File: src/rtl/hsh_feed_pkg.sv
package hsh_feed_pkg;
  localparam int FEED_WORD_W = 32;
  localparam int FEED_DEPTH  = 16;
  localparam int ST_ROOM = 0;
  localparam int ST_DGST = 1;
  localparam int ST_BUSY = 2;
  localparam int ST_DMA  = 3;
  localparam int ST_W    = 4;
  localparam int EV_W    = 2;
endpackage

File: src/rtl/hsh_word_store.sv
module hsh_word_store #(
  parameter int WORD_W = 32,
  parameter int DEPTH  = 16,
  localparam int CNT_W = $clog2(DEPTH)
) (
  input  logic                    clk,
  input  logic                    wr_en,
  input  logic [CNT_W-1:0]        wr_idx,
  input  logic [WORD_W-1:0]       wr_data,
  output logic [WORD_W*DEPTH-1:0] blk_flat
);
  logic [WORD_W-1:0] mem [DEPTH];

  always_ff @(posedge clk) begin
    if (wr_en) mem[wr_idx] <= wr_data;
  end

  for (genvar g = 0; g < DEPTH; g++) begin : g_flat
    assign blk_flat[g*WORD_W +: WORD_W] = mem[g];
  end
endmodule

File: src/rtl/hsh_feed_ctrl.sv
module hsh_feed_ctrl #(
  parameter int DEPTH = 16,
  localparam int CNT_W = $clog2(DEPTH),
  localparam int NW_W  = CNT_W + 1
) (
  input  logic             clk,
  input  logic             rst,
  input  logic             init,
  input  logic             din_wr,
  input  logic             fin_go,
  input  logic             core_done,
  output logic             din_wait,
  output logic             accept,
  output logic [CNT_W-1:0] cnt,
  output logic             busy,
  output logic             launch,
  output logic             dgst_evt,
  output logic             start,
  output logic             last,
  output logic [NW_W-1:0]  nwords
);
  localparam logic [CNT_W-1:0] TOP_IDX = CNT_W'(DEPTH - 1);
  localparam logic [NW_W-1:0]  FULL_NW = NW_W'(DEPTH);

  logic [CNT_W-1:0] cnt_q;
  logic [NW_W-1:0]  nw_q;
  logic busy_q, fin_q, job_last_q, start_q, last_q;
  logic go_full, go_fin;

  assign din_wait = fin_q || (busy_q && cnt_q == TOP_IDX);
  assign accept   = din_wr && !din_wait && !init;
  assign go_full  = accept && cnt_q == TOP_IDX;
  assign go_fin   = fin_q && !busy_q && !init;
  assign launch   = go_full || go_fin;
  assign dgst_evt = core_done && busy_q && job_last_q && !init;

  always_ff @(posedge clk) begin
    if (rst || init) begin
      cnt_q      <= '0;
      nw_q       <= '0;
      busy_q     <= 1'b0;
      fin_q      <= 1'b0;
      job_last_q <= 1'b0;
      start_q    <= 1'b0;
      last_q     <= 1'b0;
    end else begin
      start_q <= launch;
      if (launch) begin
        last_q     <= go_fin;
        job_last_q <= go_fin;
        nw_q       <= go_fin ? {1'b0, cnt_q} : FULL_NW;
      end
      if (launch)      cnt_q <= '0;
      else if (accept) cnt_q <= cnt_q + 1'b1;
      if (launch)         busy_q <= 1'b1;
      else if (core_done) busy_q <= 1'b0;
      if (go_fin)      fin_q <= 1'b0;
      else if (fin_go) fin_q <= 1'b1;
    end
  end

  assign cnt    = cnt_q;
  assign busy   = busy_q;
  assign start  = start_q;
  assign last   = last_q;
  assign nwords = nw_q;

  assert_start_pulse_R3: assert property (@(posedge clk) disable iff (rst)
    start_q |=> !start_q);
  assert_full_nwords_R3: assert property (@(posedge clk) disable iff (rst)
    (start_q && !last_q) |-> (nw_q == FULL_NW));
  assert_start_busy_R4: assert property (@(posedge clk) disable iff (rst)
    start_q |-> busy_q);
  assert_hold_word_R5: assert property (@(posedge clk) disable iff (rst)
    (din_wr && din_wait && !fin_q && !init) |=> (cnt_q == $past(cnt_q)));
  assert_restart_R11: assert property (@(posedge clk) disable iff (rst)
    init |=> (cnt_q == '0 && !busy_q && !fin_q));
endmodule

File: src/rtl/hsh_event_regs.sv
module hsh_event_regs #(
  parameter int EV_W = 2
) (
  input  logic            clk,
  input  logic            rst,
  input  logic            init,
  input  logic [EV_W-1:0] set_evt,
  input  logic            sts_wr,
  input  logic [EV_W-1:0] sts_wdata,
  input  logic            msk_wr,
  input  logic [EV_W-1:0] msk_wdata,
  input  logic            dma_wr,
  input  logic            dma_wval,
  input  logic            dma_end,
  output logic [EV_W-1:0] sts,
  output logic [EV_W-1:0] mask,
  output logic            dma_en,
  output logic            irq
);
  logic [EV_W-1:0] sts_q, mask_q, keep;
  logic dma_en_q, irq_q;

  assign keep = sts_wr ? sts_wdata : '1;

  for (genvar b = 0; b < EV_W; b++) begin : g_bit
    always_ff @(posedge clk) begin
      if (rst)                   sts_q[b] <= 1'b0;
      else if (init && b == 1)   sts_q[b] <= 1'b0;
      else                       sts_q[b] <= (sts_q[b] & keep[b]) | set_evt[b];
    end
  end

  always_ff @(posedge clk) begin
    if (rst) begin
      mask_q   <= '0;
      dma_en_q <= 1'b0;
      irq_q    <= 1'b0;
    end else begin
      if (msk_wr) mask_q <= msk_wdata;
      if (dma_end)     dma_en_q <= 1'b0;
      else if (dma_wr) dma_en_q <= dma_wval;
      irq_q <= |(mask_q & sts_q);
    end
  end

  assign sts    = sts_q;
  assign mask   = mask_q;
  assign dma_en = dma_en_q;
  assign irq    = irq_q;

  assert_set_wins_R9: assert property (@(posedge clk) disable iff (rst)
    (set_evt[0] && sts_wr && !sts_wdata[0]) |=> sts_q[0]);
  assert_dgst_set_R8: assert property (@(posedge clk) disable iff (rst)
    set_evt[1] |=> sts_q[1]);
  assert_irq_masked_R10: assert property (@(posedge clk) disable iff (rst)
    (mask_q == '0) |=> !irq_q);
  assert_dma_clear_R12: assert property (@(posedge clk) disable iff (rst)
    dma_end |=> !dma_en_q);
endmodule

File: src/rtl/hsh_feed_top.sv
module hsh_feed_top
  import hsh_feed_pkg::*;
#(
  parameter int WORD_W = FEED_WORD_W,
  parameter int DEPTH  = FEED_DEPTH,
  localparam int CNT_W = $clog2(DEPTH),
  localparam int NW_W  = CNT_W + 1,
  localparam int BLK_W = WORD_W * DEPTH
) (
  input  logic              clk,
  input  logic              rst,
  input  logic              din_wr,
  input  logic [WORD_W-1:0] din_data,
  output logic              din_wait,
  input  logic              fin_go,
  input  logic              ctl_wr,
  input  logic [1:0]        ctl_wdata,
  output logic [31:0]       ctl_rdata,
  input  logic              sts_wr,
  input  logic [EV_W-1:0]   sts_wdata,
  output logic [ST_W-1:0]   stat_rdata,
  input  logic              msk_wr,
  input  logic [EV_W-1:0]   msk_wdata,
  output logic [EV_W-1:0]   mask_rdata,
  output logic              irq,
  output logic              core_start,
  output logic              core_last,
  output logic [NW_W-1:0]   core_nwords,
  output logic [BLK_W-1:0]  core_blk,
  input  logic              core_done,
  output logic              dma_req,
  input  logic              dma_act,
  input  logic              dma_end
);
  logic init, accept, busy, launch, dgst_evt, dma_en;
  logic [CNT_W-1:0] cnt;
  logic [EV_W-1:0]  sts;

  assign init = ctl_wr && ctl_wdata[0];

  hsh_feed_ctrl #(.DEPTH(DEPTH)) u_ctrl (
    .clk(clk), .rst(rst), .init(init), .din_wr(din_wr), .fin_go(fin_go),
    .core_done(core_done), .din_wait(din_wait), .accept(accept), .cnt(cnt),
    .busy(busy), .launch(launch), .dgst_evt(dgst_evt), .start(core_start),
    .last(core_last), .nwords(core_nwords)
  );

  hsh_word_store #(.WORD_W(WORD_W), .DEPTH(DEPTH)) u_store (
    .clk(clk), .wr_en(accept), .wr_idx(cnt), .wr_data(din_data),
    .blk_flat(core_blk)
  );

  hsh_event_regs #(.EV_W(EV_W)) u_ev (
    .clk(clk), .rst(rst), .init(init), .set_evt({dgst_evt, launch}),
    .sts_wr(sts_wr), .sts_wdata(sts_wdata), .msk_wr(msk_wr),
    .msk_wdata(msk_wdata), .dma_wr(ctl_wr), .dma_wval(ctl_wdata[1]),
    .dma_end(dma_end), .sts(sts), .mask(mask_rdata), .dma_en(dma_en),
    .irq(irq)
  );

  always_comb begin
    stat_rdata          = '0;
    stat_rdata[ST_ROOM] = sts[0];
    stat_rdata[ST_DGST] = sts[1];
    stat_rdata[ST_BUSY] = busy;
    stat_rdata[ST_DMA]  = dma_en || dma_act;
    ctl_rdata             = '0;
    ctl_rdata[1]          = dma_en;
    ctl_rdata[8 +: CNT_W] = cnt;
    ctl_rdata[8 + CNT_W]  = (cnt != '0);
  end

  assign dma_req = dma_en && !din_wait;

  assert_req_gated_R12: assert property (@(posedge clk) disable iff (rst)
    din_wait |-> !dma_req);
endmodule

File: config.mk
export PLATFORM = sky130hd
export DESIGN_NAME = hsh_feed_top
export DESIGN_NICKNAME = d
export VERILOG_FILES = /design/src/rtl/hsh_feed_pkg.sv /design/src/rtl/hsh_word_store.sv /design/src/rtl/hsh_feed_ctrl.sv /design/src/rtl/hsh_event_regs.sv /design/src/rtl/hsh_feed_top.sv
export SDC_FILE = /design/constraint.sdc
export NUM_CORES = 1
export LEC_CHECK = 0
export BUFFER_PORTS_ARGS = -buffer_cell sky130_fd_sc_hd__buf_2
export CAP_MARGIN = 20
export CORE_AREA = 2 2 236 238
export CTS_CLUSTER_DIAMETER = 60
export DETAILED_ROUTE_END_ITERATION = 8
export DIE_AREA = 0 0 238 240
export GPL_TIMING_DRIVEN = 1
export PLACE_DENSITY_LB_ADDON = 0.15
export SETUP_SLACK_MARGIN = 0.15
export SLEW_MARGIN = 0
export SYNTH_ARGS = -nofsm -noshare
export SYNTH_HDL_FRONTEND = slang
export SYNTH_SLANG_ARGS = --single-unit
File: constraint.sdc
create_clock -name clk -period 8.6 [get_ports clk]
set_clock_uncertainty 0.05 [all_clocks]
set_input_delay 0.43 -clock clk [delete_from_list [all_inputs] [get_ports clk]]
set_output_delay 0.43 -clock clk [all_outputs]
set_load 0.05 [all_outputs]
==> metrics.md, run 1 <==
| Metric | Value |
|---|---|
| Run status | `complete, no violations` |
| Port Buffers | `581` |
| Critical path class | `reg -> reg` |
| Largest net degree at the start of global routing | `33` |
| FF+latch area | `15760 um2` |
| Global Route met1 Usage | `20.61%` |
| Post-synthesis cell area | `16520 um2` |
| Core area | `54660 um2` |
| Hold Fails Final Rpt | `0` |
| GRT Util Overall | `17.04%` |
| Cell chain of the critical path | `ha_1, a41oi_4, and2_2, nand2_1, nor2_4, buf_4` |
| Area Growth Syn to Fin | `34.86%` |
| Area leader, netlist | `edfxtp_1` |
| Worst Path Buf+Inv | `1` |
| Post-detail-place hpwl | `35.94 mm` |
| Tcrit/Tclk final | `33.72%` |
| Share of flip-flops with an asynchronous set or reset | `0%` |
| Post-route antenna net violation count | `0` |
| Mapped Cells | `656` |
| Top cells by area, synth | `edfxtp_1, dfxtp_1, buf_4` |
| RSZ-0062 raised after global routing | `false` |
| Maximum fanout along the worst path | `17` |
| Power share of the clock group | `42.8%` |
| #FFs+latches synth | `531` |
| Final Critical Period | `2900 ps` |
| I/O pin cnt | `608` |
| PwrDens | `238.3 nW/um2` |
| Horiz. Die Dim | `238 um` |
| Critical path startpoint category | `register` |
| Cell family with most CP delay | `simple AND/OR/NAND/NOR gates` |
| Sequential share of the synthesized area | `95.37%` |
| Routed len/inst | `24.88 um` |
| Maximum vdd drop | `0.0001343 V` |
| FP Rows | `86` |
| Top post-synthesis cells by count | `edfxtp_1, buf_4, nor2_1` |
| First DRT Iteration DRCs | `566` |
| Met2 Use GR | `28.10%` |
| Unique masters post-synth | `32` |
| Total power | `5.308 mW` |
| CTS tree | `built` |
| Sequential Power Share | `53.9%` |
| Crit-path max cell delay | `560 ps` |
| R2R Setup Slk | `5700 ps` |
| Via density | `4.327` |
| Comb power frac | `3.3%` |
| Met3 global-route usage | `6.808%` |
| Worst-path clk slew | `60 ps` |
| Nets | `1358` |
| Max-slew headroom | `33.66%` |
| Die height | `240 um` |
| Leak | `8.367 nW` |
| Worst-Margin Slew | `995.1 ps` |
| Grt total ovfl | `0` |
| Post-CTS sizing | `0` |
| Final WL | `51.16 mm` |
| Primary FF master, synth | `edfxtp_1` |
| Max cap viols | `0` |
| Sw frac | `21.18%` |
| Syn Area/Cell | `25.18 um2` |
| Setup bufs post-CTS | `0` |
| CP arrival | `3090 ps` |
| Final TNS setup | `0 ps` |
| Number of fill cells | `4976` |
| Initial Utilization | `30.22%` |
| DRC | `0` |
| Final setup viols | `0` |
| Multi-input gate area | `709.4 um2` |
| Drt first pass iters | `4` |
| Sw power | `1.124 mW` |
| DIE AREA | `57120 um2` |
| Synth warn | `0` |
| Cts hold-fix bufs | `1` |
| Most common cell in the netlist | `edfxtp_1` |
| # diodes | `0` |
| Clock buffer depth | `3` |
| Req. time, crit path | `8790 ps` |
| H-tree levels | `2` |
| Root Driver | `clkbuf_16` |
| Ratio of cells with drive above 1 in the final layout | `51.63%` |
| Hold Path Class | `in -> reg` |
| Antenna violations before repair | `1` |
| Placer's final routability congestion estimate | `0.8037` |
| Number of buffers created by CTS | `55` |
| Fmax | `344.8 MHz` |
| Slowest-stage cell, CP | `nor2_4` |
| Clk_lat worst skew | `570 ps` |
| Int Pwr | `4.184 mW` |
| EDFF count, synth | `512` |
| Routed via count | `8896` |
| Share of the synthesized area in the top cell type | `93.06%` |
| Pins Over Slew Limit | `0` |
| Gr busiest metal | `met2` |
| Number of global-route vias before repair | `8538` |
| Crit. End Element | `register` |
| First-pass GRT wire length | `67.94 mm` |
| Clock Sink Count | `531` |
layer usage:
metal	routed length (um)	part of all wire, %	vias to the layer above
met3	4961	9.7	78
met1	20040	39	4532
met2	24870	49	455
met4	1292	2.5	0
met5	0	0	-
li1	-	-	3831
layout make-up:
class	count	share of cell area, %
inverters	7	0.1179
clock buffers	72	6.649
multi-input cells	111	3.184
flip-flops and latches	531	70.71
well taps	704	3.954
repair buffers	600	14.24
clock inverters	31	1.140
through the flow:
step                      hold WS, ps  cells  setup slack [ps]  util (%)  cell area, um2
after floorplan                 449.4    681              4327         -           16610
after global placement          407.7   1946              5697     37.26           20370
after detailed placement        409.8   1951              5644     37.52           20510
after CTS                       14.68   2055              5641     40.71           22250
after global routing            39.38   2056              5482     40.76           22280
final                           54.96   2056              5700     40.76           22280
cell usage in the layout (no fill, tap or decap), types with 2 or more instances in the layout:
cell / n
dfxtp_1: 19
bufinv_16: 3
and2_2: 2
buf_16: 6
clkbuf_16: 56
mux2i_1: 4
clkbuf_8: 2
nor2_1: 11
nand2b_1: 4
nand2_1: 10
nor2_4: 11
buf_4: 12
or2_2: 2
clkinv_4: 2
clkbuf_1: 14
xor2_1: 2
nand3_1: 6
inv_1: 6
o21ai_0: 2
ha_1: 4
conb_1: 26
a21oi_1: 8
nor3_2: 4
clkinv_1: 12
clkinv_2: 10
edfxtp_1: 512
a31oi_1: 2
buf_2: 581
clkinv_8: 2
worst reg2reg max path, cell delays in order, from the launching register on:
cell and delay (ps):
dfxtp_1 370, ha_1 300, a41oi_4 330, and2_2 260, nand2_1 220, nor2_4 560
buf_4 440
power groups by stage:
stage / Clock [mW] / Combinational [mW] / Sequential [mW]
2_1_floorplan: 0 / 0.0562 / 2.97
3_3_place_gp: 0 / 0.176 / 2.91
3_5_place_dp: 0 / 0.176 / 2.91
4_1_cts: 2.33 / 0.177 / 2.86
5_1_grt: 2.44 / 0.185 / 2.86
6_report: 2.27 / 0.174 / 2.86
path summary, 6_finish.rpt:
check | from | to | cells past startpoint
worst max register to register | u_ctrl.cnt[0] | u_store.mem[5][29] | 6
worst min register to register | u_ctrl.nwords[1] | u_ctrl.nwords[1] | 2
worst max-delay path | u_ctrl.cnt[0] | u_store.mem[5][29] | 6
worst min-delay path | fin_go | u_ctrl.fin_q | 3
cells by family (layout without fill, tap and decap cells):
kind of cell             Yosys count  count (layout)  share of synthesized area [%]
flip-flops                       531             531                          95.37
other                              1              26                        0.02270
adder cells (fa/ha/maj)            4               4                         0.3030
buffers and inverters             39             710                          1.530
AO/OA/AOI/OAI                     18              18                         0.8029
XOR/XNOR                           3               3                         0.1591
multiplexers                       4               4                         0.2424
AND/OR/NAND/NOR                   56              56                          1.575
registers in the layout (all words and copies together) (netlist names):
register           count
u_ev.sts               2
u_ctrl.job_last_q      1
u_ctrl.nwords          5
u_ev.mask              2
u_ctrl.busy            1
u_ctrl.fin_q           1
u_store.mem          512
u_ctrl.cnt             4
u_ev.dma_en            1
u_ctrl.start           1
u_ev.irq               1
Power figures use the tool's default switching activity.
==> inputs of run 2 (changes only) <==
ABC_AREA = 1   (was default)
clock period = 2.85 ns   (was 8.6 ns; I/O delays follow)
==> run 2 against run 1 <==
Net effect: sequential share of layout area decreased by 2.2 points; synthesized cell count is 2.4% higher; count of clock-buffer cells in the layout is 11 lower; sequential power grew to 3.0 times the previous value; cell area is 3.2% higher; final cell count increased by 3.4%; register-to-register slack worse by 5200 ps; die area unchanged; clock power rose to 3.1 times the previous value; combinational power grew to 3.4 times the previous value; largest cell class unchanged.
==> metrics.md, run 2 <==
| Metric | Value |
|---|---|
| Run status | `complete, no violations` |
| Mapped Cells | `672` |
| Maximum vdd drop | `0.0003703 V` |
| Worst Path Buf+Inv | `3` |
| Largest net degree at the start of global routing | `34` |
| Crit-path max cell delay | `370 ps` |
| Finished Layout Cells | `2125` |
| Drt first pass iters | `4` |
| Die height | `240 um` |
| Dpl cells | `1970` |
| Max-slew headroom | `64.51%` |
| Share of the synthesized area in the top cell type | `92.75%` |
| CTS tree | `built` |
| Leak | `8.734 nW` |
| Root Driver | `clkbuf_16` |
| Synth warn | `0` |
| Number of buffers created by CTS | `57` |
| Syn Area/Cell | `24.67 um2` |
| Setup bufs post-CTS | `0` |
| Commonest cells after routing, fill and taps aside | `buf_2, edfxtp_1, clkbuf_16` |
| Post-detail-place hpwl | `34.96 mm` |
| Port Buffers | `581` |
| CP arrival | `2520 ps` |
| Cell chain of the critical path | `ha_1, inv_1, nor2_8, nand2_4, nand3_4, inv_4, nand2_1, nor2_4, buf_12` |
| Top post-synthesis cells by count | `edfxtp_1, buf_4, nor2_1` |
| Req. time, crit path | `3070 ps` |
| Number of global-route vias before repair | `8776` |
| EDFF count, synth | `512` |
| Slowest-stage cell, CP | `dfxtp_1` |
| Worst-Margin Slew | `532.3 ps` |
| R2R depth | `9` |
| # diodes | `0` |
| PwrDens | `710.5 nW/um2` |
| First-pass GRT wire length | `69.67 mm` |
| Tcrit/Tclk final | `80.85%` |
| Nets | `1426` |
| Ratio of cells with drive above 1 in the final layout | `50.46%` |
| Top cells by area, synth | `edfxtp_1, dfxtp_1, buf_4` |
| Clock buffer depth | `3` |
| Area leader, netlist | `edfxtp_1` |
| Final WL | `52.62 mm` |
| Unique masters post-synth | `27` |
| Cell family with most CP delay | `simple AND/OR/NAND/NOR gates` |
| DRC | `0` |
| I/O pin cnt | `608` |
| Pins Over Slew Limit | `0` |
| Grt total ovfl | `0` |
| Final TNS setup | `0 ps` |
| Critical path class | `reg -> reg` |
| H-tree levels | `2` |
| Clk_lat worst skew | `590 ps` |
| Top reg by flops | `u_store.mem` |
| Routed via count | `9153` |
| Most common cell in the netlist | `edfxtp_1` |
| Maximum fanout along the worst path | `32` |
| First DRT Iteration DRCs | `523` |
| Routed len/inst | `24.76 um` |
| Hold Path Class | `in -> reg` |
| Via density | `4.307` |
| Fmax | `434.0 MHz` |
| Hold Fails Final Rpt | `0` |
| Max cap viols | `0` |
| Initial Utilization | `30.33%` |
| Crit. End Element | `register` |
| Post-synthesis cell area | `16580 um2` |
| FP Rows | `86` |
| Placer's final routability congestion estimate | `0.8194` |
| Final Critical Period | `2304 ps` |
| Levels on crit path | `9` |
| Post-route antenna net violation count | `0` |
| Critical path startpoint category | `register` |
| Max reg flops | `512` |
| Sequential share of the synthesized area | `95.04%` |
| Horiz. Die Dim | `238 um` |
| Core area | `54660 um2` |
| DIE AREA | `57120 um2` |
| Share of flip-flops with an asynchronous set or reset | `0%` |
| WHS Path Cells | `1` |
| Total power | `16.33 mW` |
| Antenna violations before repair | `1` |
| #FFs+latches synth | `531` |
| Most common cell after layout, fill and taps aside | `buf_2` |
| Worst-path clk slew | `60 ps` |
| GRT Util Overall | `17.54%` |
| Clock Sink Count | `531` |
| Area Growth Syn to Fin | `38.66%` |
| Primary FF master, synth | `edfxtp_1` |
| RSZ-0062 raised after global routing | `false` |
| Final setup viols | `0` |
==> run 2: cell count changes in the layout (fill, tap and decap cells not counted), moves of 10 or more <==
cell           change
buf_12            +15
buf_4             -10
clkbuf_1          -11
dlygate4sd3_1     +48
nand2_1           +11
==> run 2: layout make-up <==
class | instances | area (um2)
multi-input combinational | 121 | 748.2
inverter | 16 | 62.56
tap | 704 | 880.8
sequential | 531 | 15760
clock inverter | 45 | 362.8
fill | 4977 | 31680
clock buffer | 61 | 1463
timing repair buffer | 647 | 3714
==> run 2: metal layers <==
metal	routed length (um)	part of all wire, %	track usage, %	vias to the layer above
met1	20370	39	21.19	4635
met4	1098	2.1	4.564	2
li1	-	-	-	3983
met3	5710	11	7.750	78
met5	9	0.017	0	-
met2	25430	48	28.73	455
==> run 2: report_power, final <==
group | switching [mW] | internal, mW | total (mW) | leakage, nW
combinational | 0.470 | 0.118 | 0.588 | 3.06
sequential | 0.0187 | 8.61 | 8.63 | 4.77
clock | 3.03 | 4.09 | 7.12 | 0.902
==> run 2: kinds of logic after synthesis <==
kind of cell / synth area share (%)
adder cells (fa/ha/maj): 0.3019
other: 0.02262
AO/OA/AOI/OAI: 0.7019
buffers and inverters: 1.713
flip-flops: 95.04
AND/OR/NAND/NOR: 2.113
XOR/XNOR: 0.1057
==> run 2: final timing paths <==
path	startpoint	to	slack, ps
max	u_ctrl.cnt[0]	u_store.mem[8][13]	550
min	din_data[7]	u_store.mem[0][7]	30
max reg2reg	u_ctrl.cnt[0]	u_store.mem[8][13]	550
min reg2reg	u_ctrl.nwords[4]	u_ctrl.nwords[4]	420
==> run 2: repair_timing <==
item | CTS | global route
hold buffers | 49 | 0
hold endpoints to repair | 510 | 0
gates resized for setup | 0 | 0
==> run 2: metrics by stage <==
stage,instance area [um2],worst slack [ps],hold WS (ps),util [%]
final,22990,545.9,26.60,42.05
after global routing,22990,430.7,20.67,42.05
after CTS,22990,553.9,25.13,42.05
after detailed placement,20670,540.5,258.3,37.81
after global placement,20670,586.3,253.5,37.81
after floorplan,16740,32.37,161.6,-
